### src/rtl/mac_event_irq_pkg.sv
package mac_event_irq_pkg;
    // Sequencer register locations
    typedef enum logic [2:0] {
        SEQ_STAT_LO = 3'd0,
        SEQ_STAT_HI = 3'd1,
        SEQ_MASK_LO = 3'd2,
        SEQ_MASK_HI = 3'd3,
        SEQ_CMD     = 3'd4
    } seq_loc_e;

    // Host register locations
    typedef enum logic [1:0] {
        HOST_STAT = 2'd0,
        HOST_MASK = 2'd1,
        HOST_CMD  = 2'd2,
        HOST_ACK  = 2'd3
    } host_loc_e;
endpackage

### src/rtl/irq_status_bank.sv
// Status register with set-wins-over-clear update and a pending flag that
// records the arrival of newly set, enabled bits.
// Assumes set_bits/clr_bits are already decoded single-cycle strobes.
module irq_status_bank #(
    parameter int W = 32
) (
    input  logic         clk,
    input  logic         rst_n,
    input  logic [W-1:0] set_bits,
    input  logic [W-1:0] clr_bits,
    input  logic [W-1:0] mask,
    input  logic         ack,
    output logic [W-1:0] status,
    output logic         pending
);
    logic [W-1:0] fresh;

    // Bits turning on now that are enabled
    always_comb fresh = set_bits & ~status & mask;

    // Status update: clear first, then set so that set wins
    always_ff @(posedge clk) begin
        if (!rst_n) status <= '0;
        else        status <= (status & ~clr_bits) | set_bits;
    end

    // Pending flag: a fresh event beats an acknowledge
    always_ff @(posedge clk) begin
        if (!rst_n)        pending <= 1'b0;
        else if (|fresh)   pending <= 1'b1;
        else if (ack)      pending <= 1'b0;
    end

    a_r2_set_sticks: assert property (@(posedge clk) disable iff (!rst_n)
        1'b1 |=> ((status & $past(set_bits)) == $past(set_bits)));
    a_r6_clear_applies: assert property (@(posedge clk) disable iff (!rst_n)
        1'b1 |=> ((status & ($past(clr_bits) & ~$past(set_bits))) == '0));
    a_r4_new_bit_raises: assert property (@(posedge clk) disable iff (!rst_n)
        ((set_bits & ~status & mask) != '0) |=> pending);
    a_r5_no_spurious: assert property (@(posedge clk) disable iff (!rst_n)
        (!pending && ((set_bits & ~status & mask) == '0)) |=> !pending);
    a_r7_ack_drops: assert property (@(posedge clk) disable iff (!rst_n)
        (ack && ((set_bits & ~status & mask) == '0)) |=> !pending);
endmodule

### src/rtl/irq_mask_bank.sv
// Enable mask written in halves by the sequencer or whole by the host.
// Assumes W is even; the host write takes priority over any half write.
module irq_mask_bank #(
    parameter int W = 32
) (
    input  logic           clk,
    input  logic           rst_n,
    input  logic [1:0]     half_we,
    input  logic [W/2-1:0] half_data,
    input  logic           full_we,
    input  logic [W-1:0]   full_data,
    output logic [W-1:0]   mask
);
    localparam int HW = W / 2;

    for (genvar h = 0; h < 2; h++) begin : g_half
        // One mask half: host write, else sequencer half write, else hold
        always_ff @(posedge clk) begin
            if (!rst_n)          mask[h*HW +: HW] <= '0;
            else if (full_we)    mask[h*HW +: HW] <= full_data[h*HW +: HW];
            else if (half_we[h]) mask[h*HW +: HW] <= half_data;
        end
    end

    a_r3_mask_holds: assert property (@(posedge clk) disable iff (!rst_n)
        (!full_we && half_we == 2'b00) |=> $stable(mask));
    a_r3_host_wins: assert property (@(posedge clk) disable iff (!rst_n)
        full_we |=> (mask == $past(full_data)));
endmodule

### src/rtl/irq_cmd_bank.sv
// Command word: host sets bits, sequencer clears bits written as one.
// Assumes a same-cycle set and clear of a bit should leave it set.
module irq_cmd_bank #(
    parameter int W = 16
) (
    input  logic         clk,
    input  logic         rst_n,
    input  logic [W-1:0] set_bits,
    input  logic [W-1:0] clr_bits,
    output logic [W-1:0] cmd
);
    // Command update with host set applied after sequencer clear
    always_ff @(posedge clk) begin
        if (!rst_n) cmd <= '0;
        else        cmd <= (cmd & ~clr_bits) | set_bits;
    end

    a_r8_clear_applies: assert property (@(posedge clk) disable iff (!rst_n)
        1'b1 |=> ((cmd & ($past(clr_bits) & ~$past(set_bits))) == '0));
    a_r8_set_wins: assert property (@(posedge clk) disable iff (!rst_n)
        1'b1 |=> ((cmd & $past(set_bits)) == $past(set_bits)));
endmodule

### src/rtl/mac_event_irq.sv
// Top of the event interrupt controller: decodes sequencer (16-bit) and
// host (32-bit) accesses onto the status, mask and command banks.
// Assumes single-cycle write strobes and combinational reads.
module mac_event_irq
    import mac_event_irq_pkg::*;
#(
    parameter int STAT_W = 32,
    parameter int CMD_W  = 16
) (
    input  logic              clk,
    input  logic              rst_n,
    input  logic              seq_we,
    input  logic [2:0]        seq_addr,
    input  logic [STAT_W/2-1:0] seq_wdata,
    output logic [STAT_W/2-1:0] seq_rdata,
    input  logic              host_we,
    input  logic [1:0]        host_addr,
    input  logic [STAT_W-1:0] host_wdata,
    output logic [STAT_W-1:0] host_rdata,
    output logic              irq
);
    localparam int HW = STAT_W / 2;

    logic [STAT_W-1:0] stat_set, stat_clr, status, mask;
    logic [CMD_W-1:0]  cmd_set, cmd_clr, cmd;
    logic [1:0]        mask_half_we;
    logic              mask_full_we, ack, pending;

    // Sequencer write decode
    always_comb begin
        stat_set     = '0;
        mask_half_we = 2'b00;
        cmd_clr      = '0;
        if (seq_we) begin
            case (seq_loc_e'(seq_addr))
                SEQ_STAT_LO: stat_set[HW-1:0]      = seq_wdata;
                SEQ_STAT_HI: stat_set[STAT_W-1:HW] = seq_wdata;
                SEQ_MASK_LO: mask_half_we[0]       = 1'b1;
                SEQ_MASK_HI: mask_half_we[1]       = 1'b1;
                SEQ_CMD:     cmd_clr               = seq_wdata[CMD_W-1:0];
                default: ;
            endcase
        end
    end

    // Host write decode
    always_comb begin
        stat_clr     = '0;
        mask_full_we = 1'b0;
        cmd_set      = '0;
        ack          = 1'b0;
        if (host_we) begin
            case (host_loc_e'(host_addr))
                HOST_STAT: stat_clr     = host_wdata;
                HOST_MASK: mask_full_we = 1'b1;
                HOST_CMD:  cmd_set      = host_wdata[CMD_W-1:0];
                HOST_ACK:  ack          = 1'b1;
                default: ;
            endcase
        end
    end

    irq_status_bank #(.W(STAT_W)) u_stat (
        .clk(clk), .rst_n(rst_n), .set_bits(stat_set), .clr_bits(stat_clr),
        .mask(mask), .ack(ack), .status(status), .pending(pending)
    );

    irq_mask_bank #(.W(STAT_W)) u_mask (
        .clk(clk), .rst_n(rst_n), .half_we(mask_half_we), .half_data(seq_wdata),
        .full_we(mask_full_we), .full_data(host_wdata), .mask(mask)
    );

    irq_cmd_bank #(.W(CMD_W)) u_cmd (
        .clk(clk), .rst_n(rst_n), .set_bits(cmd_set), .clr_bits(cmd_clr), .cmd(cmd)
    );

    // Sequencer read mux
    always_comb begin
        seq_rdata = '0;
        case (seq_loc_e'(seq_addr))
            SEQ_STAT_LO: seq_rdata = status[HW-1:0];
            SEQ_STAT_HI: seq_rdata = status[STAT_W-1:HW];
            SEQ_MASK_LO: seq_rdata = mask[HW-1:0];
            SEQ_MASK_HI: seq_rdata = mask[STAT_W-1:HW];
            SEQ_CMD:     seq_rdata[CMD_W-1:0] = cmd;
            default: ;
        endcase
    end

    // Host read mux
    always_comb begin
        host_rdata = '0;
        case (host_loc_e'(host_addr))
            HOST_STAT: host_rdata = status;
            HOST_MASK: host_rdata = mask;
            HOST_CMD:  host_rdata[CMD_W-1:0] = cmd;
            default: ;
        endcase
    end

    assign irq = pending;

    a_r1_reset_quiet: assert property (@(posedge clk)
        !rst_n |=> (!irq && status == '0 && mask == '0 && cmd == '0));
endmodule

### config.mk
export PLATFORM = sky130hd
export DESIGN_NAME = mac_event_irq
export DESIGN_NICKNAME = d
export VERILOG_FILES = /design/src/rtl/mac_event_irq_pkg.sv /design/src/rtl/irq_status_bank.sv /design/src/rtl/irq_mask_bank.sv /design/src/rtl/irq_cmd_bank.sv /design/src/rtl/mac_event_irq.sv
export SDC_FILE = /design/constraint.sdc
export NUM_CORES = 1
export LEC_CHECK = 0
export ABC_CLOCK_PERIOD_IN_PS = 3500
export BUFFER_PORTS_ARGS = -buffer_cell sky130_fd_sc_hd__buf_4
export CORE_MARGIN = 4
export CORE_UTILIZATION = 55
export DETAILED_ROUTE_END_ITERATION = 10
export PLACE_DENSITY = 0.8
export SETUP_SLACK_MARGIN = 0.05
export SLEW_MARGIN = 20
export SYNTH_ARGS = -nofsm -noshare
export SYNTH_HDL_FRONTEND = slang
export SYNTH_SLANG_ARGS = --single-unit
### constraint.sdc
create_clock -name clk -period 3.5 [get_ports clk]
set_input_delay 0 -clock clk [delete_from_list [all_inputs] [get_ports clk]]
set_output_delay 0 -clock clk [all_outputs]
set_load 0.01 [all_outputs]
==> summary.md, run 1 <==
| Metric | Value |
|---|---|
| Worst R2R Setup Slack | `2.00 ns` |
| Die height | `104 um` |
| Cell Area, Placed | `5790 um^2` |
| Estimated wirelength of the detail-placed design | `10600 um` |
| Nature of the critical path startpoint | `primary input` |
| Count of distinct cell types in the synthesized netlist | `42` |
| Fin area | `6400 um^2` |
| Final min period | `1.88 ns` |
| Type of the setup path with the least slack | `in -> reg` |
| Combinational power share | `0.212` |
| Hold path depth | `3` |
| Number of buffers created by CTS | `9` |
| Synthesized area per cell | `8.47 um^2` |
| Top-level port count | `106` |
| Post-Syn Instances | `595` |
| Die Wd | `104 um` |
| Setup fix buffers added after clock tree synthesis | `0` |
| TritonCTS clock tree | `done` |
| Maximum clock frequency | `0.533 GHz` |
| Number of search-and-repair iterations in the first detailed-routing pass | `5` |
| Relative slew margins | `0.268` |
| Min-delay worst type | `in -> reg` |
| Measured slew at the worst slew-check pin | `1.10 ns` |
| Endpoint with the worst hold slack | `u_stat.status[18]$_SDFF_PN0_` |
| RePlAce Congestion | `0.875` |
| Cell depth of the worst flop-to-flop path | `5` |
| Reg power frac | `0.483` |
| Data arrival time of the worst path | `2.13 ns` |
| Net switching share of the total power | `0.303` |
| R2R Path End | `u_stat.pending$_SDFFE_PN0P_` |
| Total wire length | `16900 um` |
| Clock insertion delay at the later pin of the skew report | `0.36 ns` |
| Hold Fails Final Rpt | `0` |
| Maximum number of pins on one net before global-route repair | `82` |
| Run status | `finished, final reports clean` |
| Endpoint class of the critical path | `register` |
| Clock-pin slew reported for the worst setup and hold paths after clock tree synthesis | `0.08 ns` |
| Register bit total from synthesis | `81` |
| Power Internal | `1440 uW` |
| Yosys warning count | `0` |
| Via count of the first global-routing pass | `5174` |
| Fin. max-slew vios | `0` |
| Startpoint of the worst-slack reg-to-reg timing path | `u_stat.status[3]$_SDFF_PN0_` |
| Total core area | `8810 um^2` |
| Register area | `1620 um^2` |
| Skew final | `0.0153 ns` |
| Remaining DRCs | `0` |
| Start point of the worst hold path | `seq_wdata[2]` |
| Final clock period utilization by the worst path | `0.536` |
| Ratio of cells with drive above 1 in the final layout | `0.191` |
| Final ANT Viol Nets | `0` |
| Number of port buffers | `105` |
| Area of the multi-input gates | `3180 um^2` |
| Cell Pwr Density | `323 nW/um^2` |
| Post-synthesis net count | `652` |
| Fraction of power consumed by the clock network | `0.305` |
| CTS H-Tree Depth | `3` |
| Max Buffers Root-to-Sink | `2` |
| Setup violations, final | `0` |
| RSZ-0062 raised after global routing | `no` |
| Starting utilization of the core area | `0.572` |
| Number of diodes added for antenna fixing | `0` |
| Worst-path maximum fanout | `69` |
| Area growth syn-to-layout | `27.0%` |
| Routed vias | `5354` |
| DR iter-0 viols | `509` |
| Worst path required time | `3.75 ns` |
| Die Footprint | `10800 um^2` |
| Worst VDD drop | `0.199 mV` |
| Part of the Yosys area used for sequential elements | `0.322` |
| Layout filler cell count | `675` |
| Number of antenna violations at the first check in global routing | `0` |
| Power Total | `2060 uW` |
| Buffer type at the clock tree root | `clkbuf_8` |
| Total overflow reported by the global router | `0` |
| Critical Path Source | `seq_we` |
| Number of cell rows | `34` |
| Net switching power | `626 uW` |
| Maximum capacitance violations | `0` |
| First-pass GRT wire length | `27000 um` |
| Cell area after synthesis | `5040 um^2` |
| WL/cell | `20.6 um` |
| Final nets | `764` |
| Count of instances resized after the clock tree is built | `0` |
| Clock Sinks | `81` |
| Overall track demand over capacity in global routing | `0.305` |
| Leakage Power | `0.00290 uW` |
| Post-DR vias/cell | `6.53` |
| Final TNS setup | `0 ns` |
[worst max-delay path, cell delays in order]
cell and delay [ns]:
buf_4 0.57, and2_1 0.96, mux2i_1 0.29, nand2_1 0.09
o211a_1 0.17
[cell usage in the layout (no fill, tap or decap), types with 24 or more instances in the layout]
| cell | synthesis | routed |
|---|---|---|
| dlygate4sd3_1 | 0 | 43 |
| dfxtp_1 | 81 | 81 |
| o211a_1 | 32 | 32 |
| mux2i_1 | 77 | 77 |
| a32oi_1 | 28 | 28 |
| o21ai_0 | 34 | 34 |
| nand3_1 | 24 | 24 |
| nand2_1 | 105 | 104 |
| buf_4 | 1 | 112 |
| nor2b_1 | 49 | 49 |
[power by group through the flow]
stage / Combinational (uW) / Sequential (uW) / Clock [uW]
floorplan: 229 / 1010 / 0
global placement: 380 / 1010 / 0
detailed placement: 390 / 1020 / 0
CTS: 430 / 995 / 640
global route: 468 / 1000 / 682
finish: 438 / 997 / 630
[sequential cells by signal, indices dropped and copies added, names as in the netlist]
signal	cells
u_cmd.cmd	16
u_mask.mask	32
u_stat.pending	1
u_stat.status	32
[layout make-up]
cell class / count / area share
clock buffer: 11 / 0.0221
clock inverter: 5 / 0.00489
inverter: 5 / 0.00293
multi-input combinational: 455 / 0.497
sequential: 81 / 0.253
tap: 108 / 0.0211
timing repair buffer: 155 / 0.199
[per-layer routing]
metal  up-vias  wire [um]  track usage
met1      2509       6470        0.376
li1       2433          -            -
met2       347       8080        0.507
met4         0        798        0.150
met3        65       1560       0.0622
met5         -          0            0
[repair_timing]
action / CTS / global route
hold endpoints to repair: 72 / 0
setup endpoints to repair: 0 / 0
hold buffers: 43 / 0
[cells by family after synthesis]
family / synth area share
compound gates: 0.229
buf+inv: 0.0517
flops: 0.322
mux: 0.155
simple gates: 0.242
[stage by stage]
step | setup slack (ns) | utilization | instances | hold WS [ns]
after detailed placement | 1.32 | 0.658 | 761 | 0.255
after global placement | 1.34 | 0.658 | 761 | 0.250
after CTS | 1.68 | 0.726 | 820 | 0.000527
after floorplan | 2.16 | - | 595 | 0.156
final | 1.62 | 0.727 | 820 | 0.00983
after global routing | 1.60 | 0.727 | 820 | 0.00770
[worst max path at each step]
stage	endpoint	slack, ns	cells past startpoint
floorplan	u_mask.mask[10]$_SDFFE_PN0P_	2.16	8
global placement	u_mask.mask[11]$_SDFFE_PN0P_	1.34	5
detailed placement	u_mask.mask[14]$_SDFFE_PN0P_	1.32	5
CTS	u_mask.mask[9]$_SDFFE_PN0P_	1.68	5
global route	u_mask.mask[9]$_SDFFE_PN0P_	1.60	5
finish	u_mask.mask[9]$_SDFFE_PN0P_	1.62	5
[cell usage after synthesis (all sizes together)]
master    n  area share
o211ai    2      0.0030
o211a    32       0.064
nor3      2      0.0030
a22oi    21       0.031
dfxtp    81        0.32
nor3b     4       0.010
mux2i    77        0.15
and3b     1      0.0017
o41a      1      0.0022
clkbuf   32       0.024
o22ai     1      0.0012
o311ai    1      0.0017
nand3b    6      0.0089
mux2      1      0.0022
o21ai    34       0.034
a31oi     2      0.0025
nand2b    1      0.0012
inv       5      0.0037
and4b     2      0.0040
nor2b    49       0.061
nor2     19       0.014
a221o    15       0.030
a21oi     1     0.00099
a32o      1      0.0020
o31ai     1      0.0015
a21boi    2      0.0030
buf      22       0.024
a32oi    28       0.049
nand4b   17       0.030
and2      1      0.0012
o32ai     2      0.0035
nand3    24       0.024
nand4     2      0.0055
nand2   105       0.078
Power figures use the tool's default switching activity.
==> run 2: changes to the inputs <==
--- a/config.mk
+++ b/config.mk
@@ -5,12 +5,12 @@
 export SDC_FILE = /design/constraint.sdc
 export NUM_CORES = 1
 export LEC_CHECK = 0
-export ABC_CLOCK_PERIOD_IN_PS = 3500
+export ABC_CLOCK_PERIOD_IN_PS = 1580
 export BUFFER_PORTS_ARGS = -buffer_cell sky130_fd_sc_hd__buf_4
 export CORE_MARGIN = 4
-export CORE_UTILIZATION = 55
+export CORE_UTILIZATION = 50
 export DETAILED_ROUTE_END_ITERATION = 10
-export PLACE_DENSITY = 0.8
+export PLACE_DENSITY = 0.77
 export SETUP_SLACK_MARGIN = 0.05
 export SLEW_MARGIN = 20
 export SYNTH_ARGS = -nofsm -noshare
==> constraint.sdc (replaced) <==
create_clock -name clk -period 1.58 [get_ports clk]
set_input_delay 0 -clock clk [delete_from_list [all_inputs] [get_ports clk]]
set_output_delay 0 -clock clk [all_outputs]
set_load 0.01 [all_outputs]
==> run 2 against run 1 <==
  * Sequential cell count unchanged
  * Power grew 130%
  * Critical path depth decreased by 1
  * Clock skew down 0.0099 ns
  * Utilization down 4.3 points
  * Sequential power increased by 120%
  * Design area grew 4.4%
  * Final cell count increased by 5.7%
  * Sequential share of layout area fell by 1.0 points
  * Global-route usage about the same
  * Register-to-register slack got worse by 1.9 ns
  * Largest power group unchanged
==> summary.md, run 2 (synthesis results as in run 1) <==
| Metric | Value |
|---|---|
| TritonCTS clock tree | `done` |
| Leakage Power | `0.00303 uW (+4.6%)` |
| Number of cell rows | `36 (+5.9%)` |
| Fin. max-slew vios | `0 (unchanged)` |
| Estimated wirelength of the detail-placed design | `12000 um (+13%)` |
| Post-DR vias/cell | `6.26 (-4.1%)` |
| Via count of the first global-routing pass | `5288 (+2.2%)` |
| Clock insertion delay at the later pin of the skew report | `0.36 ns (about the same)` |
| Critical-path top delay cell | `dfxtp_2` |
| Endpoint class of the critical path | `primary output` |
| Clock Sinks | `81 (unchanged)` |
| CTS H-Tree Depth | `3 (unchanged)` |
| Number of diodes added for antenna fixing | `0 (unchanged)` |
| Maximum clock frequency | `0.653 GHz` |
| RePlAce Congestion | `0.901 (+3.0%)` |
| Final TNS setup | `0 ns (unchanged)` |
| Cell Pwr Density | `718 nW/um^2 (+120%)` |
| Startpoint of the worst-slack reg-to-reg timing path | `u_stat.status[21]$_SDFF_PN0_` |
| Final clock period utilization by the worst path | `0.970` |
| Buffer type at the clock tree root | `clkbuf_8` |
| Hold Fails Final Rpt | `0 (unchanged)` |
| CP delay by family, top | `compound AO/OA/AOI/OAI gates` |
| Min-delay worst type | `in -> reg` |
| Skew final | `0.00541 ns (-0.00987 ns)` |
| DR iter-0 viols | `449 (-12%)` |
| Total core area | `9770 um^2 (+11%)` |
| Nature of the critical path startpoint | `register` |
| Cell depth of the worst flop-to-flop path | `5 (unchanged)` |
| Ratio of cells with drive above 1 in the final layout | `0.225 (+0.0338)` |
| Post-Route Hold Slack | `0.00944 ns (-0.000386 ns)` |
| Worst-path maximum fanout | `4 (-94%)` |
| First-pass GRT wire length | `28100 um (+4.1%)` |
| Die height | `108 um (+4.5%)` |
| Clock-pin slew reported for the worst setup and hold paths after clock tree synthesis | `0.08 ns (about the same)` |
| Max Buffers Root-to-Sink | `2 (unchanged)` |
| Final min period | `1.53 ns` |
| Start point of the worst hold path | `seq_wdata[1]` |
| Overall track demand over capacity in global routing | `0.305 (about the same)` |
| Top-level port count | `106 (unchanged)` |
| Remaining DRCs | `0 (unchanged)` |
| Endpoint with the worst hold slack | `u_stat.status[1]$_SDFF_PN0_` |
| Number of search-and-repair iterations in the first detailed-routing pass | `5 (unchanged)` |
| WL/cell | `20.4 um (-1.0%)` |
| Worst path required time | `1.58 ns (-2.17 ns)` |
| Measured slew at the worst slew-check pin | `0.871 ns (-0.227 ns)` |
| Die Footprint | `11700 um^2 (+9.2%)` |
| Worst path cell trace | `mux2i_4, o21ai_0, a221o_1, buf_4` |
| Total overflow reported by the global router | `0 (unchanged)` |
| Number of buffers created by CTS | `9 (unchanged)` |
| Final nets | `787 (+3.0%)` |
| Worst R2R Setup Slack | `0.10 ns (-1.90 ns)` |
| Area growth syn-to-layout | `32.7%` |
| Most common library cell in the layout ignoring fill and taps | `buf_4` |
| Setup violations, final | `0 (unchanged)` |
| Run status | `finished, final reports clean` |
| Number of antenna violations at the first check in global routing | `0 (unchanged)` |
| Maximum number of pins on one net before global-route repair | `65 (-21%)` |
| Biggest regs | `u_mask.mask (32), u_stat.status (32), u_cmd.cmd (16)` |
| Type of the setup path with the least slack | `reg -> out` |
| RSZ-0062 raised after global routing | `no` |
| Routed vias | `5428 (+1.4%)` |
| Worst Path Buf+Inv | `1 (unchanged)` |
| Data arrival time of the worst path | `1.53 ns (-0.60 ns)` |
| Relative slew margins | `0.419 (+0.151)` |
| Critical Path Source | `u_stat.status[22]$_SDFF_PN0_` |
| Hold path depth | `3 (unchanged)` |
| Highest cell delay on the worst timing path | `0.35 ns (-0.61 ns)` |
| Total wire length | `17700 um (+4.7%)` |
| Final ANT Viol Nets | `0 (unchanged)` |
| Die Wd | `108 um (+4.5%)` |
| Leading cell types in the layout, fill and taps excluded | `buf_4 (133), nand2_1 (104), dfxtp_1 (79), mux2i_1 (75), nor2b_1 (49)` |
| R2R Path End | `u_stat.pending$_SDFFE_PN0P_` |
| Number of port buffers | `105 (unchanged)` |
| Worst VDD drop | `0.417 mV (+110%)` |
| Starting utilization of the core area | `0.515 (-0.0567)` |
| Maximum capacitance violations | `0 (unchanged)` |
## run 2: cell types whose count changed in the layout (fill, tap and decap cells not counted), moves of 2 or more
cell | before | now
buf_4 | 112 | 133
buf_12 | 0 | 4
dfxtp_1 | 81 | 79
dfxtp_2 | 0 | 2
dlygate4sd3_1 | 43 | 41
mux2i_1 | 77 | 75
## run 2: cell type report
| class | count | area, um^2 |
|---|---|---|
| multi-input cells | 455 | 3190 |
| fillers | 787 | 3090 |
| flip-flops and latches | 81 | 1620 |
| repair buffers | 178 | 1490 |
| well taps | 133 | 166 |
| clock buffers | 10 | 138 |
| clock inverters | 5 | 56.3 |
| inverters | 5 | 18.8 |
## run 2: how the worst max path moves through the flow
stage | endpoint | cells past startpoint
floorplan | u_mask.mask[10]$_SDFFE_PN0P_ | 8
finish | seq_rdata[6] | 4
CTS | seq_rdata[6] | 4
global route | u_stat.pending$_SDFFE_PN0P_ | 5
detailed placement | u_stat.pending$_SDFFE_PN0P_ | 4
global placement | u_stat.pending$_SDFFE_PN0P_ | 4
## run 2: power breakdown
group	internal (uW)	switching (uW)
clock	763	786
sequential	2130	84.8
combinational	496	539
## run 2: routing by layer
layer | track usage | vias up | wire length [um]
li1 | - | 2471 | -
met1 | 0.397 | 2584 | 7200
met2 | 0.506 | 326 | 8350
met3 | 0.0382 | 47 | 1540
met4 | 0.133 | 0 | 609
met5 | 0 | - | 0
## run 2: what timing repair did
action | in CTS | in global routing
hold endpoints to repair | 72 | 0
buffers inserted | 0 | 0
setup endpoints to repair | 2 | 3
hold buffers | 41 | 0
gates resized for setup | 3 | 3
## run 2: worst min-delay path, delay by kind of cell
kind / cells / cell delay [ns]
buf+inv: 1 / 0.13
simple gates: 1 / 0.09
compound gates: 1 / 0.10
## run 2: through the flow
step / utilization / setup WS (ns) / power (uW) / instances / instance area [um^2]
after detailed placement: 0.620 / 0.115 / 3180 / 811 / 6060
final: 0.684 / 0.0476 / 4800 / 867 / 6680
after floorplan: - / 0.239 / 2740 / 595 / 5040
after CTS: 0.683 / 0.0401 / 4780 / 867 / 6680
after global routing: 0.684 / 0.0526 / 4970 / 867 / 6680
after global placement: 0.620 / 0.108 / 3150 / 811 / 6060
==> run 3: changes to the inputs <==
--- a/config.mk
+++ b/config.mk
@@ -11,7 +11,7 @@
 export CORE_UTILIZATION = 50
 export DETAILED_ROUTE_END_ITERATION = 10
 export PLACE_DENSITY = 0.77
-export SETUP_SLACK_MARGIN = 0.05
+export RECOVER_POWER = 50
 export SLEW_MARGIN = 20
 export SYNTH_ARGS = -nofsm -noshare
 export SYNTH_HDL_FRONTEND = slang
==> run 3 against run 2 <==
  * Design area decreased by 0.49%
  * Register-to-register slack got worse by 0.03 ns
  * Global-route usage about the same
  * Critical path depth stayed put
  * Power fell by 0.24%
  * Worst setup slack worse by 0.017 ns
  * Die area did not move
  * Sequential share of layout area up 0.081 points
  * Highest routed layer unchanged
  * Sequential power about the same
  * Utilization decreased by 0.33 points
  * Clock power about the same
==> summary.md, run 3 (synthesis results as in run 1) <==
| Metric | Value |
|---|---|
| Run status | `finished, final reports clean` |
| Number of port buffers | `105 (unchanged)` |
| Die height | `108 um (unchanged)` |
| RSZ-0062 raised after global routing | `no` |
| Overall track demand over capacity in global routing | `0.305 (about the same)` |
| Number of search-and-repair iterations in the first detailed-routing pass | `5 (unchanged)` |
| Final min period | `1.55 ns (+0.0172 ns)` |
| Cell depth of the worst flop-to-flop path | `4 (-1)` |
| Max Buffers Root-to-Sink | `2 (unchanged)` |
| Skew final | `0.00593 ns (+0.000527 ns)` |
| Smallest setup slack after layout | `0.0305 ns (-0.0172 ns)` |
| Most common library cell in the layout ignoring fill and taps | `buf_4` |
| Estimated wirelength of the detail-placed design | `12000 um (unchanged)` |
| Worst path cell trace | `mux2i_4, o21ai_0, a221o_1, buf_4` |
| Routed vias | `5437 (+0.17%)` |
| Total wire length | `17700 um (about the same)` |
| Ratio of cells with drive above 1 in the final layout | `0.217 (-0.00817)` |
| Measured slew at the worst slew-check pin | `0.973 ns (+0.102 ns)` |
| CTS H-Tree Depth | `3 (unchanged)` |
| Maximum clock frequency | `0.645 GHz (-1.1%)` |
| Layout filler cell count | `793 (+0.76%)` |
| Worst-path maximum fanout | `4 (unchanged)` |
| Total core area | `9770 um^2 (unchanged)` |
| Worst path required time | `1.58 ns (about the same)` |
| Number of diodes added for antenna fixing | `0 (unchanged)` |
| Post-DR vias/cell | `6.27 (+0.17%)` |
| Endpoint class of the critical path | `primary output` |
| Final clock period utilization by the worst path | `0.981 (+0.0109)` |
| First-pass GRT wire length | `28100 um (about the same)` |
| Starting utilization of the core area | `0.515 (unchanged)` |
| Maximum number of pins on one net before global-route repair | `65 (unchanged)` |
| Number of cell rows | `36 (unchanged)` |
| Number of antenna violations at the first check in global routing | `0 (unchanged)` |
| Biggest regs | `u_mask.mask (32), u_stat.status (32), u_cmd.cmd (16)` |
| Clock Sinks | `81 (unchanged)` |
| Highest cell delay on the worst timing path | `0.36 ns (about the same)` |
| Via count of the first global-routing pass | `5288 (unchanged)` |
| Data arrival time of the worst path | `1.55 ns (+0.02 ns)` |
| Top-level port count | `106 (unchanged)` |
| Remaining DRCs | `0 (unchanged)` |
| Leading cell types in the layout, fill and taps excluded | `buf_4 (128), nand2_1 (104), dfxtp_1 (81), mux2i_1 (75), nor2b_1 (49)` |
| Setup violations, final | `0 (unchanged)` |
| Leakage Power | `0.00301 uW (-0.77%)` |
| Relative slew margins | `0.351 (-0.0679)` |
| Area growth syn-to-layout | `32.0%` |
| Die Footprint | `11700 um^2 (unchanged)` |
| Cell Pwr Density | `719 nW/um^2 (+0.25%)` |
| Worst VDD drop | `0.417 mV (about the same)` |
| Hold path depth | `3 (unchanged)` |
| WL/cell | `20.4 um (about the same)` |
| Register area | `1620 um^2 (-0.15%)` |
| TritonCTS clock tree | `done` |
| Total overflow reported by the global router | `0 (unchanged)` |
| Final ANT Viol Nets | `0 (unchanged)` |
| Clock insertion delay at the later pin of the skew report | `0.36 ns (about the same)` |
| Maximum capacitance violations | `0 (unchanged)` |
| Worst R2R Setup Slack | `0.07 ns (-0.03 ns)` |
| Final core utilization | `0.680 (-0.00333)` |
| Min-delay worst type | `in -> reg` |
| Final TNS setup | `0 ns (unchanged)` |
| Hold Fails Final Rpt | `0 (unchanged)` |
| Buffer type at the clock tree root | `clkbuf_8` |
| Type of the setup path with the least slack | `reg -> out` |
| Fin. max-slew vios | `0 (unchanged)` |
| Nature of the critical path startpoint | `register` |
| Area of the multi-input gates | `3190 um^2 (unchanged)` |
| RePlAce Congestion | `0.901 (unchanged)` |
| Critical-path top delay cell | `dfxtp_1` |
| Final nets | `787 (unchanged)` |
| Setup fix buffers added after clock tree synthesis | `0 (unchanged)` |
| Die Wd | `108 um (unchanged)` |
| DR iter-0 viols | `446 (-0.67%)` |
| Clock-pin slew reported for the worst setup and hold paths after clock tree synthesis | `0.08 ns (about the same)` |
| Post-placement worst setup slack | `0.115 ns (unchanged)` |
| Number of buffers created by CTS | `9 (unchanged)` |
==> run 3: cell types whose count changed in the layout (fill, tap and decap cells not counted), sizes merged <==
| cell | delta |
|---|---|
| buf | -6 |
| clkbuf | +6 |
==> run 3: area by class of cell <==
type / instances / area share
Clock buffer: 10 / 0.0207
Clock inverter: 5 / 0.00847
Inverter: 5 / 0.00282
Multi-Input combinational cell: 455 / 0.480
Sequential cell: 81 / 0.244
Tap cell: 133 / 0.0250
Timing Repair Buffer: 178 / 0.219
==> run 3: path summary, 6_finish.rpt <==
| kind | start | to |
|---|---|---|
| worst max register to register | u_stat.status[22]$_SDFF_PN0_ | u_stat.pending$_SDFFE_PN0P_ |
| worst min-delay path | seq_wdata[1] | u_stat.status[1]$_SDFF_PN0_ |
| worst min register to register | u_stat.status[12]$_SDFF_PN0_ | u_stat.status[12]$_SDFF_PN0_ |
| worst max-delay path | u_stat.status[22]$_SDFF_PN0_ | seq_rdata[6] |
==> run 3: stage by stage <==
stage	hold slack (ns)	power [uW]	cell area, um^2	std cells
6_report	0.00630	4780	6650	867
5_1_grt	0.0246	4960	6650	867
4_1_cts	0.000428	4780	6680	867
3_5_place_dp	0.255	3180	6060	811
3_3_place_gp	0.251	3150	6060	811
2_1_floorplan	0.156	2740	5040	595
==> run 3: power breakdown <==
group	switching (uW)	internal (uW)	total, uW
sequential	85.1	2130	2210
clock	785	763	1550
combinational	538	489	1030
==> run 3: layer usage <==
metal | share of wire | vias up | wire length [um] | global-route usage
li1 | - | 2473 | - | -
met1 | 0.41 | 2581 | 7240 | 0.398
met2 | 0.46 | 328 | 8230 | 0.508
met3 | 0.090 | 55 | 1590 | 0.0370
met4 | 0.036 | 0 | 644 | 0.129
met5 | 0 | - | 0 | 0
==> run 3: repair_timing <==
action | CTS | global route
endpoints found under the hold margin | 72 | 0
hold buffers | 41 | 0
resized for setup | 2 | 1
endpoints found under the setup margin | 1 | 1
==> run 3: critical path: cells and delay by family, from the launching register on <==
kind / cells / cell delay, ns
multiplexers: 1 / 0.22
AO/OA/AOI/OAI: 2 / 0.46
flip-flops: 1 / 0.36
buffers and inverters: 1 / 0.16
